[src/rtl/sls_pkg.sv]
package sls_pkg;

    localparam int unsigned SLS_SYNC_STAGES = 2;
    localparam int unsigned SLS_LOCK_LINES  = 4;

    // snapshot of the horizontal edge window
    typedef struct packed {
        logic armed;     // second sample is due this cycle
        logic early;     // synchronised level one cycle before the pulse rise
    } sls_window_t;

    typedef enum logic [1:0] {
        SLS_IDLE  = 2'd0,
        SLS_HIT   = 2'd1,
        SLS_MISS  = 2'd2
    } sls_verdict_t;

    function automatic sls_verdict_t sls_judge(input sls_window_t w, input logic late);
        if (!w.armed)
            return SLS_IDLE;
        else if (w.early && !late)
            return SLS_HIT;
        else
            return SLS_MISS;
    endfunction

endpackage

[src/rtl/sls_sync.sv]
module sls_sync #(
    parameter int unsigned STAGES = sls_pkg::SLS_SYNC_STAGES
) (
    input  logic clk,
    input  logic rst,
    input  logic din,
    output logic dout
);
    localparam int unsigned LAST = STAGES - 1;

    logic [LAST:0] chain;

    generate
        for (genvar i = 0; i < STAGES; i++) begin : g_stage
            if (i == 0) begin : g_first
                always_ff @(posedge clk) begin
                    if (rst) chain[0] <= 1'b1;
                    else     chain[0] <= din;
                end
            end else begin : g_next
                always_ff @(posedge clk) begin
                    if (rst) chain[i] <= 1'b1;
                    else     chain[i] <= chain[i-1];
                end
            end
        end
    endgenerate

    assign dout = chain[LAST];

endmodule

[src/rtl/sls_vlock.sv]
module sls_vlock (
    input  logic clk,
    input  logic rst,
    input  logic en,
    input  logic act_start,
    input  logic sync_s,
    output logic vreset
);
    always_ff @(posedge clk) begin
        if (rst) vreset <= 1'b0;
        else     vreset <= en && act_start && !sync_s;
    end

    // a restart request needs the enable and the strobe one cycle earlier
    a_r4_vreset_needs_enable: assert property (@(posedge clk) disable iff (rst)
        vreset |-> $past(en && act_start));

    // a restart request follows a low synchronised sample
    a_r2_vreset_low_sample: assert property (@(posedge clk) disable iff (rst)
        vreset |-> $past(!sync_s));

endmodule

[src/rtl/sls_hlock.sv]
module sls_hlock #(
    parameter int unsigned LOCK_LINES = sls_pkg::SLS_LOCK_LINES
) (
    input  logic clk,
    input  logic rst,
    input  logic en,
    input  logic hpulse,
    input  logic sync_s,
    output logic extend_req,
    output logic locked
);
    import sls_pkg::*;

    localparam int unsigned CW = $clog2(LOCK_LINES + 1);
    localparam logic [CW-1:0] CMAX = CW'(LOCK_LINES);

    logic          hp_q;
    logic          sync_q;
    sls_window_t   win;
    sls_verdict_t  verdict;
    logic [CW-1:0] run_cnt;
    logic          rise;

    assign rise    = hpulse && !hp_q;
    assign verdict = sls_judge(win, sync_s);
    assign locked  = (run_cnt == CMAX);

    always_ff @(posedge clk) begin
        if (rst) begin
            hp_q       <= 1'b0;
            sync_q     <= 1'b1;
            win        <= '0;
            extend_req <= 1'b0;
            run_cnt    <= '0;
        end else begin
            hp_q      <= hpulse;
            sync_q    <= sync_s;
            win.armed <= rise;
            if (rise)
                win.early <= sync_q;
            extend_req <= en && (verdict == SLS_MISS);
            if (!en)
                run_cnt <= '0;
            else if (verdict == SLS_MISS)
                run_cnt <= '0;
            else if (verdict == SLS_HIT && run_cnt != CMAX)
                run_cnt <= run_cnt + 1'b1;
        end
    end

    // no stretch request unless the enable was high
    a_r7_no_extend_when_off: assert property (@(posedge clk) disable iff (rst)
        extend_req |-> $past(en));

    // a stretch request lasts one cycle
    a_r6_extend_single: assert property (@(posedge clk) disable iff (rst)
        extend_req |=> !extend_req);

    // a miss and the lock flag never coexist
    a_r8_miss_clears_lock: assert property (@(posedge clk) disable iff (rst)
        extend_req |-> !locked);

    // dropping the enable clears the lock flag
    a_r8_lock_drops_when_off: assert property (@(posedge clk) disable iff (rst)
        !en |=> !locked);

endmodule

[src/rtl/sync_slave_lock.sv]
module sync_slave_lock #(
    parameter int unsigned SYNC_STAGES = sls_pkg::SLS_SYNC_STAGES,
    parameter int unsigned LOCK_LINES  = sls_pkg::SLS_LOCK_LINES
) (
    input  logic clk,
    input  logic rst,
    input  logic sync_in_n,
    input  logic vert_en,
    input  logic horz_en,
    input  logic hpulse,
    input  logic act_start,
    output logic vreset,
    output logic extend_req,
    output logic locked
);
    logic sync_s;

    sls_sync #(.STAGES(SYNC_STAGES)) u_sync (
        .clk  (clk),
        .rst  (rst),
        .din  (sync_in_n),
        .dout (sync_s)
    );

    sls_vlock u_vlock (
        .clk       (clk),
        .rst       (rst),
        .en        (vert_en),
        .act_start (act_start),
        .sync_s    (sync_s),
        .vreset    (vreset)
    );

    sls_hlock #(.LOCK_LINES(LOCK_LINES)) u_hlock (
        .clk        (clk),
        .rst        (rst),
        .en         (horz_en),
        .hpulse     (hpulse),
        .sync_s     (sync_s),
        .extend_req (extend_req),
        .locked     (locked)
    );

    // in master mode no request leaves the block
    a_r1_master_silent: assert property (@(posedge clk) disable iff (rst)
        (!$past(vert_en) && !$past(horz_en)) |-> (!vreset && !extend_req));

endmodule

[config.mk]
export PLATFORM = sky130hd
export DESIGN_NAME = sync_slave_lock
export DESIGN_NICKNAME = d
export VERILOG_FILES = /design/src/rtl/sls_pkg.sv /design/src/rtl/sls_sync.sv /design/src/rtl/sls_vlock.sv /design/src/rtl/sls_hlock.sv /design/src/rtl/sync_slave_lock.sv
export SDC_FILE = /design/constraint.sdc
export NUM_CORES = 1
export LEC_CHECK = 0
export ABC_AREA = 1
export BUFFER_PORTS_ARGS = -buffer_cell sky130_fd_sc_hd__buf_2
export CAP_MARGIN = 20
export CORE_AREA = 2 2 39 41
export DETAILED_ROUTE_END_ITERATION = 10
export DIE_AREA = 0 0 41 43
export GPL_ROUTABILITY_DRIVEN = 0
export GPL_TIMING_DRIVEN = 0
export HOLD_SLACK_MARGIN = 0.05
export PLACE_DENSITY = 0.59
export SKIP_LAST_GASP = 1
export SLEW_MARGIN = 20
export SYNTH_ARGS = -nofsm -noshare
export SYNTH_HDL_FRONTEND = slang
export SYNTH_SLANG_ARGS = --single-unit
[constraint.sdc]
create_clock -name clk -period 1.55 [get_ports clk]
set_input_delay 0.31 -clock clk [delete_from_list [all_inputs] [get_ports clk]]
set_output_delay 0.31 -clock clk [all_outputs]
set_load 0.02 [all_outputs]
; Word-level counts from Yosys, hierarchy flattened
; Index checks and enable logic that the tools add are counted.
[totals]
register_bits = 11
out_inout_bits = 3
input_bits = 7
elab_cells = 26
[classes]
reduce_logical = 9
n_eq_ne = 4
addsub = 1
bitwise_logic = 1
n_mux = 2
[op_table]
columns = operator, n
row1 = 1-bit logical AND, 6
row2 = 2-bit 2-to-1 mux, 2
row3 = "3-bit by 1-bit adder with 3-bit output, second input constant", 1
row4 = "3-bit equality test, second input constant", 1
row5 = "3-bit != test, second input constant", 1
row6 = 3-bit OR reduction, 1
row7 = "2-bit by 1-bit equality test with 1-bit output, second input constant", 1
row8 = "2-bit equality test, second input constant", 1
row9 = 1-bit logical NOT, 2
row10 = 1-bit NOT, 1

; Depth between registers and ports, before layout
; Gate-level depths: netlist of run 1.
[depth]
word_depth = 6
depth_mapped = 8
ltp_nobuf = 8

; Hierarchy
; Synthesis of run 1 repeated with hierarchy kept, for this count alone.
[unflattened]
cells_unflattened = 62
hier_area_um2 = 464.2
[by_module_without_submodules]
columns = module, n_inst, cells_per_inst, seq_area_each_um2, area_each_um2
row1 = sls_hlock, 1, 49, 160.2, 364.1
row2 = sls_sync, 1, 7, 40.0, 58.8
row3 = sls_vlock, 1, 6, 20.0, 41.3

; Least setup slack after synthesis of run 1
; OpenSTA, ideal clock, no wires.
[synth_path]
path_type = reg-to-reg
start = register u_hlock.run_cnt[0]
end = register u_hlock.run_cnt[1]
t_arrival_ns = 1.047
synth_period_minus_slack_ns = 1.160
path_stages_with_launch = 9
path_slack_ns = 0.390
n_path_buf = 0
setup_ns = 0.113
required_time_ns = 1.437
path_cell_list = dfxtp_1 -> inv_1 -> ha_1 -> nand2_1 -> inv_1 -> nor2_2 -> nand2_1 -> nand2_1 -> nor2_1
[synth_via]
elab_chain_len = 2
elab_cells_between_ends = 3
cone_classes = add/sub (1) / eq/ne (1) / reduce/logical (1)
[synth_rtl]
columns = item, line
row1 = from (decl), sls_hlock.sv:21  ; logic [CW-1:0] run_cnt;
row2 = from (signal assigned), sls_hlock.sv:47  ; run_cnt <= run_cnt + 1'b1;
row3 = branches (longest 2 deep; another with 3-bit by 1-bit adder with 3-bit output), -
; Several ways; the timed one is not identified.
; A chain may end at the register's enable or synchronous reset.

; Worst setup path after layout of run 1
[layout_path]
start = register u_hlock.run_cnt[0]
end = output locked
[layout_via]
elab_chain_len = 1
[layout_rtl]
columns = item, line
row1 = 3-bit equality test, sls_hlock.sv:26  ; assign locked = (run_cnt == CMAX);
row2 = to (decl), sync_slave_lock.sv:14  ; output logic locked
; No other way between the ends.

==> reports/qor.txt, run 1 <==
maximum clock frequency: 676 MHz
Vias per Instance: 4.29
placed wire-length estimate: 531 um
DRC: 0
Worst setup EP type: primary output
Syn Area/Cell: 7.71 um^2
TritonCTS clock tree: done
most frequent cells in the layout: nand2_1, dfxtp_1, inv_1, buf_2, nor2_1
via count: 365
hold buffers post-CTS: 0
Root Buffer Master: clkbuf_4
Sink Count: 11
Total GRT Usage: 0.102
initial antenna violation count: 0
IO buf count: 9
largest net degree at the start of global routing: 8
DRT Pass-1 Iters: 4
WP data required: 1.24 ns
I/O pin count: 10
Die ar.: 1760 um^2
Worst Hold Class: in2reg
synth-to-layout area growth: 22.3%
DR WL/cell: 7.94 um
Worst Skew: 0.00247 ns
actual slew at the worst max-slew pin: 0.207 ns
synth unique cells: 14
H-tree depth: 1
clock slew at reported path FFs: 0.07 ns
drt total wl: 675 um
total congestion overflow: 0
Final period util: 0.954
RSZ-0062 raised after global routing: no
crit path DAT: 1.17 ns
CTS Buffer Depth: 2
Detail Route Antenna Nets: 0
site row count: 14
die outline width: 41 um
DIE HEIGHT: 43 um
sequential element share of the synthesized area: 0.510
status: finished clean
critical path launch point type: flip-flop
diodes inserted: 0
worst setup margin: 0.0707 ns
max-slew violations: 0
Seq cells post-synth: 11
layout cells sized above 1: 0.304
Initial Utilization: 0.312
Syn Inst Count: 56
nets@finish: 79
Leakage: 0.250 nW
syn nets: 65
pwr dens: 979 nW/um^2
DR iter-0 viols: 3
maximum vdd drop: 416 uV
setup TNS: 0 ns
Final setup viols: 0
Num CTS Buffers: 3
first-pass GRT wire length: 1140 um
Max-slew headroom: 0.862
synthesized area: 432 um^2
CP max FO: 3
Fin. Hold Viols: 0
Crit Path Category: reg2out
most common cell after layout, fill and taps aside: nand2_1
Max Cap Viol: 0
Yosys warnings: 0
fill count: 163
vias in the first global route: 326
Placeable Area: 1380 um^2
Worst-Skew Late Latency: 0.27 ns
Setup WS pre-CTS: 0.302 ns
Final min period: 1.48 ns
==> state kept, by name, summed over array words and instances, names as in the netlist <==
register / count
u_hlock.hp_q: 1
u_sync.dout: 1
u_sync.chain: 1
u_hlock.run_cnt: 3
u_hlock.win: 2
u_vlock.vreset: 1
u_hlock.sync_q: 1
u_hlock.extend_req: 1
==> cells by family (layout without fill, tap and decap cells) <==
logic type	Yosys count	count (layout)	synth area share
and+or+nand+nor	28	28	0.281
DFF	11	11	0.510
buffers and inverters	11	24	0.0957
AOI/OAI and AO/OA	4	4	0.0551
adders and majority gates	2	2	0.0580
==> timing repair <==
item / 4_1_cts / 5_1_grt
buffers inserted: 0 / 0
endpoints found under the hold margin: 0 / 0
resized for setup: 0 / 2
setup endpoints to repair: 0 / 1
==> metal layers <==
layer	GRT usage	wire length, um
met1	0.119	306
met2	0.125	306
met3	0.0785	49
met4	0.0600	12
met5	0	0
==> area by class of cell <==
type / count / area (um^2) / share of cell area
sequential: 11 / 221 / 0.419
clock buffer: 3 / 22.5 / 0.0427
timing repair buffer: 9 / 45.0 / 0.0853
clock inverter: 1 / 5.00 / 0.00948
tap: 16 / 20.0 / 0.0379
multi-input combinational: 34 / 173 / 0.327
inverter: 11 / 41.3 / 0.0782
==> worst max-delay path, cell delays in order (launching register included) <==
cell,delay [ns]
dfxtp_2,0.34
inv_1,0.05
ha_1,0.21
nand2_2,0.09
inv_1,0.06
buf_2,0.15
==> cells in the mapped netlist <==
cell | count | share of area
nand4_1 | 2 | 0.029
nor3_1 | 1 | 0.012
a21oi_1 | 2 | 0.023
nor2_1 | 8 | 0.070
inv_2 | 2 | 0.017
a21oi_2 | 1 | 0.020
inv_1 | 9 | 0.078
nand2_1 | 12 | 0.10
or2_2 | 2 | 0.029
nor2_2 | 1 | 0.015
nand3_1 | 2 | 0.023
dfxtp_1 | 11 | 0.51
ha_1 | 2 | 0.058
o21ai_0 | 1 | 0.012
==> metrics by stage <==
step | total power, mW | instances | utilization | instance area (um^2) | hold slack [ns]
finish | 0.517 | 85 | 0.382 | 528 | 0.221
global route | 0.544 | 85 | 0.382 | 528 | 0.221
floorplan | 0.320 | 56 | - | 432 | 0.381
global placement | 0.333 | 81 | 0.359 | 497 | 0.391
CTS | 0.531 | 85 | 0.379 | 524 | 0.214
detailed placement | 0.334 | 81 | 0.359 | 497 | 0.402
==> path summary, 6_finish.rpt <==
check                                         from            endpoint  slack, ns  cells after the start
worst max-delay path            u_hlock.run_cnt[0]              locked       0.07                      5
worst min-delay path                     sync_in_n     u_sync.chain[0]       0.22                      2
worst max register to register  u_hlock.run_cnt[0]  u_hlock.run_cnt[1]       0.44                      8
worst min register to register     u_sync.chain[0]         u_sync.dout       0.41                      1
==> power by group <==
group          internal (mW)  leakage, nW  switching, mW  total, mW
Clock                 0.0955       0.0177         0.0945      0.190
Combinational         0.0134        0.141         0.0161     0.0294
Sequential             0.291       0.0906        0.00589      0.297
Total                  0.400        0.250          0.116      0.517
Power figures use the tool's default switching activity.
==> run 2: changes to the inputs <==
ABC_AREA = not set   (was 1)
==> run 2 against run 1 <==
Clock-buffer cell count is the same; critical path depth shrank 1; via count shrank 15%; clock skew shrank 0.0016 ns; critical path type unchanged; critical endpoint unchanged.
==> reports/qor.txt, run 2 <==
status: finished clean
R2R Path End: u_hlock.run_cnt[1]
Largest register FFs: 3
most frequent cells in the layout: dfxtp_1, buf_2, nor2b_1, inv_1, clkbuf_4
layout cells sized above 1: 0.389
Total GRT Usage: 0.0867
vias in the first global route: 238
FF-to-FF path depth: 5
Sink Count: 11
synth top area cells: dfxtp_1, ha_1, nor2b_1
Post-synth EDFFs: 0
CP max FO: 5
Setup WS pre-CTS: 0.204 ns
crit path cell chain: inv_1 -> ha_2 -> and2_4 -> buf_4
Initial Utilization: 0.311
pwr dens: 977 nW/um^2
Worst-Skew Late Latency: 0.27 ns
die outline width: 41 um
Final period util: 0.946
hold depth: 2
Largest delay share family, worst path: flip-flops
H-tree depth: 1
synth unique cells: 21
syn nets: 50
initial antenna violation count: 0
Synth top area share: 0.512
WP data required: 1.24 ns
Yosys warnings: 0
Fin. Hold Viols: 0
DR iter-0 viols: 3
Worst Skew: 0.000919 ns
most frequent cell after synthesis: dfxtp_1
Async SR Flop Fraction: 0
site row count: 14
Syn Inst Count: 41
Max Cap Viol: 0
Final setup viols: 0
clock slew at reported path FFs: 0.07 ns
hold buffers post-CTS: 0
Num CTS Buffers: 3
WL met3: 60 um
most common cell after layout, fill and taps aside: dfxtp_1
CTS Buffer Depth: 2
Setup Fix Bufs, Post-CTS: 0
diodes inserted: 0
most flop-heavy register: u_hlock.run_cnt
setup TNS: 0 ns
via count: 310
nets@finish: 64
post-route cell area: 531 um^2
Root Buffer Master: clkbuf_4
DRC: 0
I/O pin count: 10
RSZ-0062 raised after global routing: no
maximum vdd drop: 579 uV
worst setup margin: 0.0835 ns
largest area contributor in the netlist: dfxtp_1
most instantiated cells after synthesis: dfxtp_1, nor2b_1, inv_1
max-slew violations: 0
reg-to-reg startpoint: u_hlock.run_cnt[0]
hold_sp: sync_in_n
crit path DAT: 1.16 ns
Crit Path Category: reg2out
IO buf count: 9
sequential element share of the synthesized area: 0.512
drt total wl: 627 um
Worst Hold Class: in2reg
slowest CP cell: dfxtp_2
Crit. path cell count: 4
largest net degree at the start of global routing: 8
critical path launch point type: flip-flop
Die ar.: 1760 um^2
Placed Area: 495 um^2
r2r setup slk: 0.25 ns
Worst setup EP type: primary output
CP max stage delay: 0.35 ns
DRT Pass-1 Iters: 2
total congestion overflow: 0
Syn Area/Cell: 10.5 um^2
synthesized area: 430 um^2
synth-to-layout area growth: 23.3%
Placeable Area: 1380 um^2
actual slew at the worst max-slew pin: 0.305 ns
Vias per Instance: 4.43
DR WL/cell: 8.96 um
Buf/Inv on CP: 2
Max-slew headroom: 0.795
Hold Path Sink: u_sync.chain[0]
highest routed metal layer: met3
wl on met1: 291 um
Final min period: 1.47 ns
Regs by FF count: u_hlock.run_cnt (3), u_hlock.win (2)
Detail Route Antenna Nets: 0
maximum clock frequency: 682 MHz
placed wire-length estimate: 499 um
Seq cells post-synth: 11
met2 WL: 275 um
TritonCTS clock tree: done
cts repair resizes: 0
Leakage: 0.234 nW
first-pass GRT wire length: 938 um
ys flop type: dfxtp_1
DIE HEIGHT: 43 um
run 2: changes by cell type after synthesis, moves of 2 or more:
| cell | delta |
|---|---|
| nand3_1 | -2 |
| nand2_1 | -11 |
| inv_2 | -2 |
| o21ai_1 | +2 |
| nor2b_1 | +4 |
| nand4_1 | -2 |
| nor2_1 | -6 |
| nor3b_1 | +2 |
| inv_1 | -6 |
run 2: layout make-up:
cell class	instances	area (um^2)
timing repair buffer	9	47.5
sequential	11	223
fill	140	853
multi-input combinational	27	201
clock buffer	3	22.5
inverter	3	11.3
tap	16	20.0
clock inverter	1	5.00
run 2: how the worst max path moves through the flow:
stage	startpoint	to	slack [ns]
final	u_hlock.run_cnt[0]	locked	0.08
after global routing	u_hlock.run_cnt[0]	locked	0.03
after CTS	u_hlock.run_cnt[0]	locked	0.006
after detailed placement	u_hlock.run_cnt[0]	u_hlock.run_cnt[1]	0.20
after global placement	u_hlock.run_cnt[0]	u_hlock.run_cnt[1]	0.22
after floorplan	u_hlock.run_cnt[0]	u_hlock.run_cnt[1]	0.24
run 2: cell families (layout without fill, tap and decap cells):
logic type	after synthesis	after routing	synth area share
compound gates	7	7	0.0988
fa+ha+maj	2	2	0.0581
buf+inv	3	16	0.0262
flops	11	11	0.512
mux	1	1	0.0233
simple gates	17	17	0.282
run 2: stage by stage:
stage	hold slack [ns]	utilization	std cells	power [mW]
2_1_floorplan	0.382	-	41	0.319
3_3_place_gp	0.397	0.358	66	0.331
3_5_place_dp	0.399	0.358	66	0.332
4_1_cts	0.214	0.378	70	0.532
5_1_grt	0.197	0.383	70	0.553
6_report	0.221	0.383	70	0.518
run 2: report_power, final:
group	leakage, nW	internal [mW]	switching [mW]
registers	0.0911	0.291	0.00607
logic	0.126	0.0154	0.0120
clock network	0.0177	0.0955	0.0982
total	0.234	0.402	0.116
run 2: routing by layer:
metal,track usage,vias up
met1,0.0847,134
met2,0.122,11
met5,0,-
met3,0.0942,0
met4,0.0200,0
li1,-,165
==> run 3: changes to the inputs <==
PLACE_DENSITY = 0.6   (was 0.59)
clock period = 1.3 ns   (was 1.55 ns; I/O delays follow)
==> run 3 against run 2 <==
The flow now finishes with violations (negative setup slack); critical path type unchanged; sequential power up 20%; cell count rose by 7.1%; core utilization rose by 4.2 points; combinational power is 21% higher; critical endpoint unchanged; largest cell class unchanged; clock-buffer cell count increased by 1; global-route usage is 1.2 points higher.
==> reports/qor.txt, run 3 (synthesis results as in run 2) <==
status: finished with violations
failing checks: negative setup slack
via count: 334
DP Cell Count: 66
H-tree depth: 1
Worst-Skew Late Latency: 0.26 ns
reg-to-reg startpoint: u_hlock.run_cnt[0]
DRC: 0
hold buffers post-CTS: 0
Detail Route Antenna Nets: 0
IO buf count: 9
Leakage: 0.262 nW
r2r setup slk: 0.04 ns
hold depth: 2
Regs by FF count: u_hlock.run_cnt (3), u_hlock.win (2)
Initial Utilization: 0.311
nets@finish: 69
Num CTS Buffers: 3
Max Cap Viol: 0
RSZ-0062 raised after global routing: yes
DR WL/cell: 9.64 um
total congestion overflow: 0
Final min period: 1.34 ns
DRT Pass-1 Iters: 1
Worst Hold Class: in2reg
critical path launch point type: flip-flop
Worst Skew: 0.00516 ns
Root Buffer Master: clkbuf_4
Placeable Area: 1380 um^2
CP max FO: 4
Final Non-Filler Cells: 75
drt total wl: 723 um
Sink Count: 11
initial antenna violation count: 0
Total GRT Usage: 0.0990
Setup WS pre-CTS: -0.0179 ns
FF-to-FF path depth: 7
actual slew at the worst max-slew pin: 0.299 ns
pwr dens: 1050 nW/um^2
Final setup viols: 1
hold_ws: 0.180 ns
I/O pin count: 10
diodes inserted: 0
DR iter-0 viols: 0
max-slew violations: 0
maximum clock frequency: 745 MHz
placed wire-length estimate: 499 um
R2R Path End: u_hlock.run_cnt[0]
most flop-heavy register: u_hlock.run_cnt
CTS Buffer Depth: 2
Fin. Hold Viols: 0
Final period util: 1.03
WP data required: 1.04 ns
synth-to-layout area growth: 36.6%
setup TNS: -0.0418 ns
Crit Path Category: reg2out
Worst setup EP type: primary output
Vias per Instance: 4.45
clock slew at reported path FFs: 0.07 ns
layout cells sized above 1: 0.492
largest net degree at the start of global routing: 7
crit path DAT: 1.08 ns
TritonCTS clock tree: done
Die ar.: 1760 um^2
first-pass GRT wire length: 1120 um
DIE HEIGHT: 43 um
Max-slew headroom: 0.800
Largest register FFs: 3
die outline width: 41 um
worst setup margin: -0.0418 ns
vias in the first global route: 301
site row count: 14
hold_sp: sync_in_n
most frequent cells in the layout: dfxtp_1, buf_2, buf_4, nor2b_1, clkbuf_4
maximum vdd drop: 640 uV
most common cell after layout, fill and taps aside: dfxtp_1
Hold Path Sink: u_sync.chain[0]
==> run 3: critical path, cell delays in order (launching register included) <==
cell and delay (ns):
dfxtp_2 0.34, inv_2 0.04, ha_4 0.15, and2_4 0.16, buf_6 0.12
==> run 3: final cells by class <==
class	count	area, um^2
clock buffer	4	26.3
multi-input combinational	27	219
fill	140	796
timing repair buffer	14	88.8
sequential	11	223
inverter	3	11.3
tap	16	20.0
==> run 3: report_power, final <==
group / internal [mW] / switching, mW / total, mW
sequential: 0.347 / 0.00724 / 0.355
combinational: 0.0185 / 0.0145 / 0.0330
clock: 0.119 / 0.111 / 0.229
total: 0.484 / 0.133 / 0.617
==> run 3: worst max path at each step <==
| stage | depth (start not counted) | startpoint | endpoint | slack (ns) |
|---|---|---|---|---|
| after global placement | 5 | u_hlock.run_cnt[0] | u_hlock.run_cnt[1] | -0.006 |
| after floorplan | 5 | u_hlock.run_cnt[0] | u_hlock.run_cnt[1] | 0.01 |
| after detailed placement | 5 | u_hlock.run_cnt[0] | u_hlock.run_cnt[1] | -0.02 |
| final | 4 | u_hlock.run_cnt[0] | locked | -0.04 |
| after CTS | 4 | u_hlock.run_cnt[0] | locked | -0.05 |
| after global routing | 4 | u_hlock.run_cnt[0] | locked | -0.09 |
==> run 3: what timing repair did <==
action | CTS | global route
endpoints found under the setup margin | 3 | 3
resized for setup | 7 | 3
endpoints found under the hold margin | 0 | 0
pin swaps | 1 | 2
setup buffers | 4 | 1
==> run 3: routing by layer <==
metal	share of wire	global-route usage	up-vias
li1	-	-	173
met1	0.44	0.0951	151
met2	0.48	0.159	10
met3	0.076	0.0942	0
met4	0	0	0
met5	0	0	-
==> run 3: through the flow <==
stage | instance area, um^2 | power, mW | util
finish | 588 | 0.617 | 0.425
global route | 588 | 0.649 | 0.425
CTS | 573 | 0.626 | 0.414
detailed placement | 497 | 0.396 | 0.359
global placement | 497 | 0.395 | 0.359
floorplan | 432 | 0.380 | -
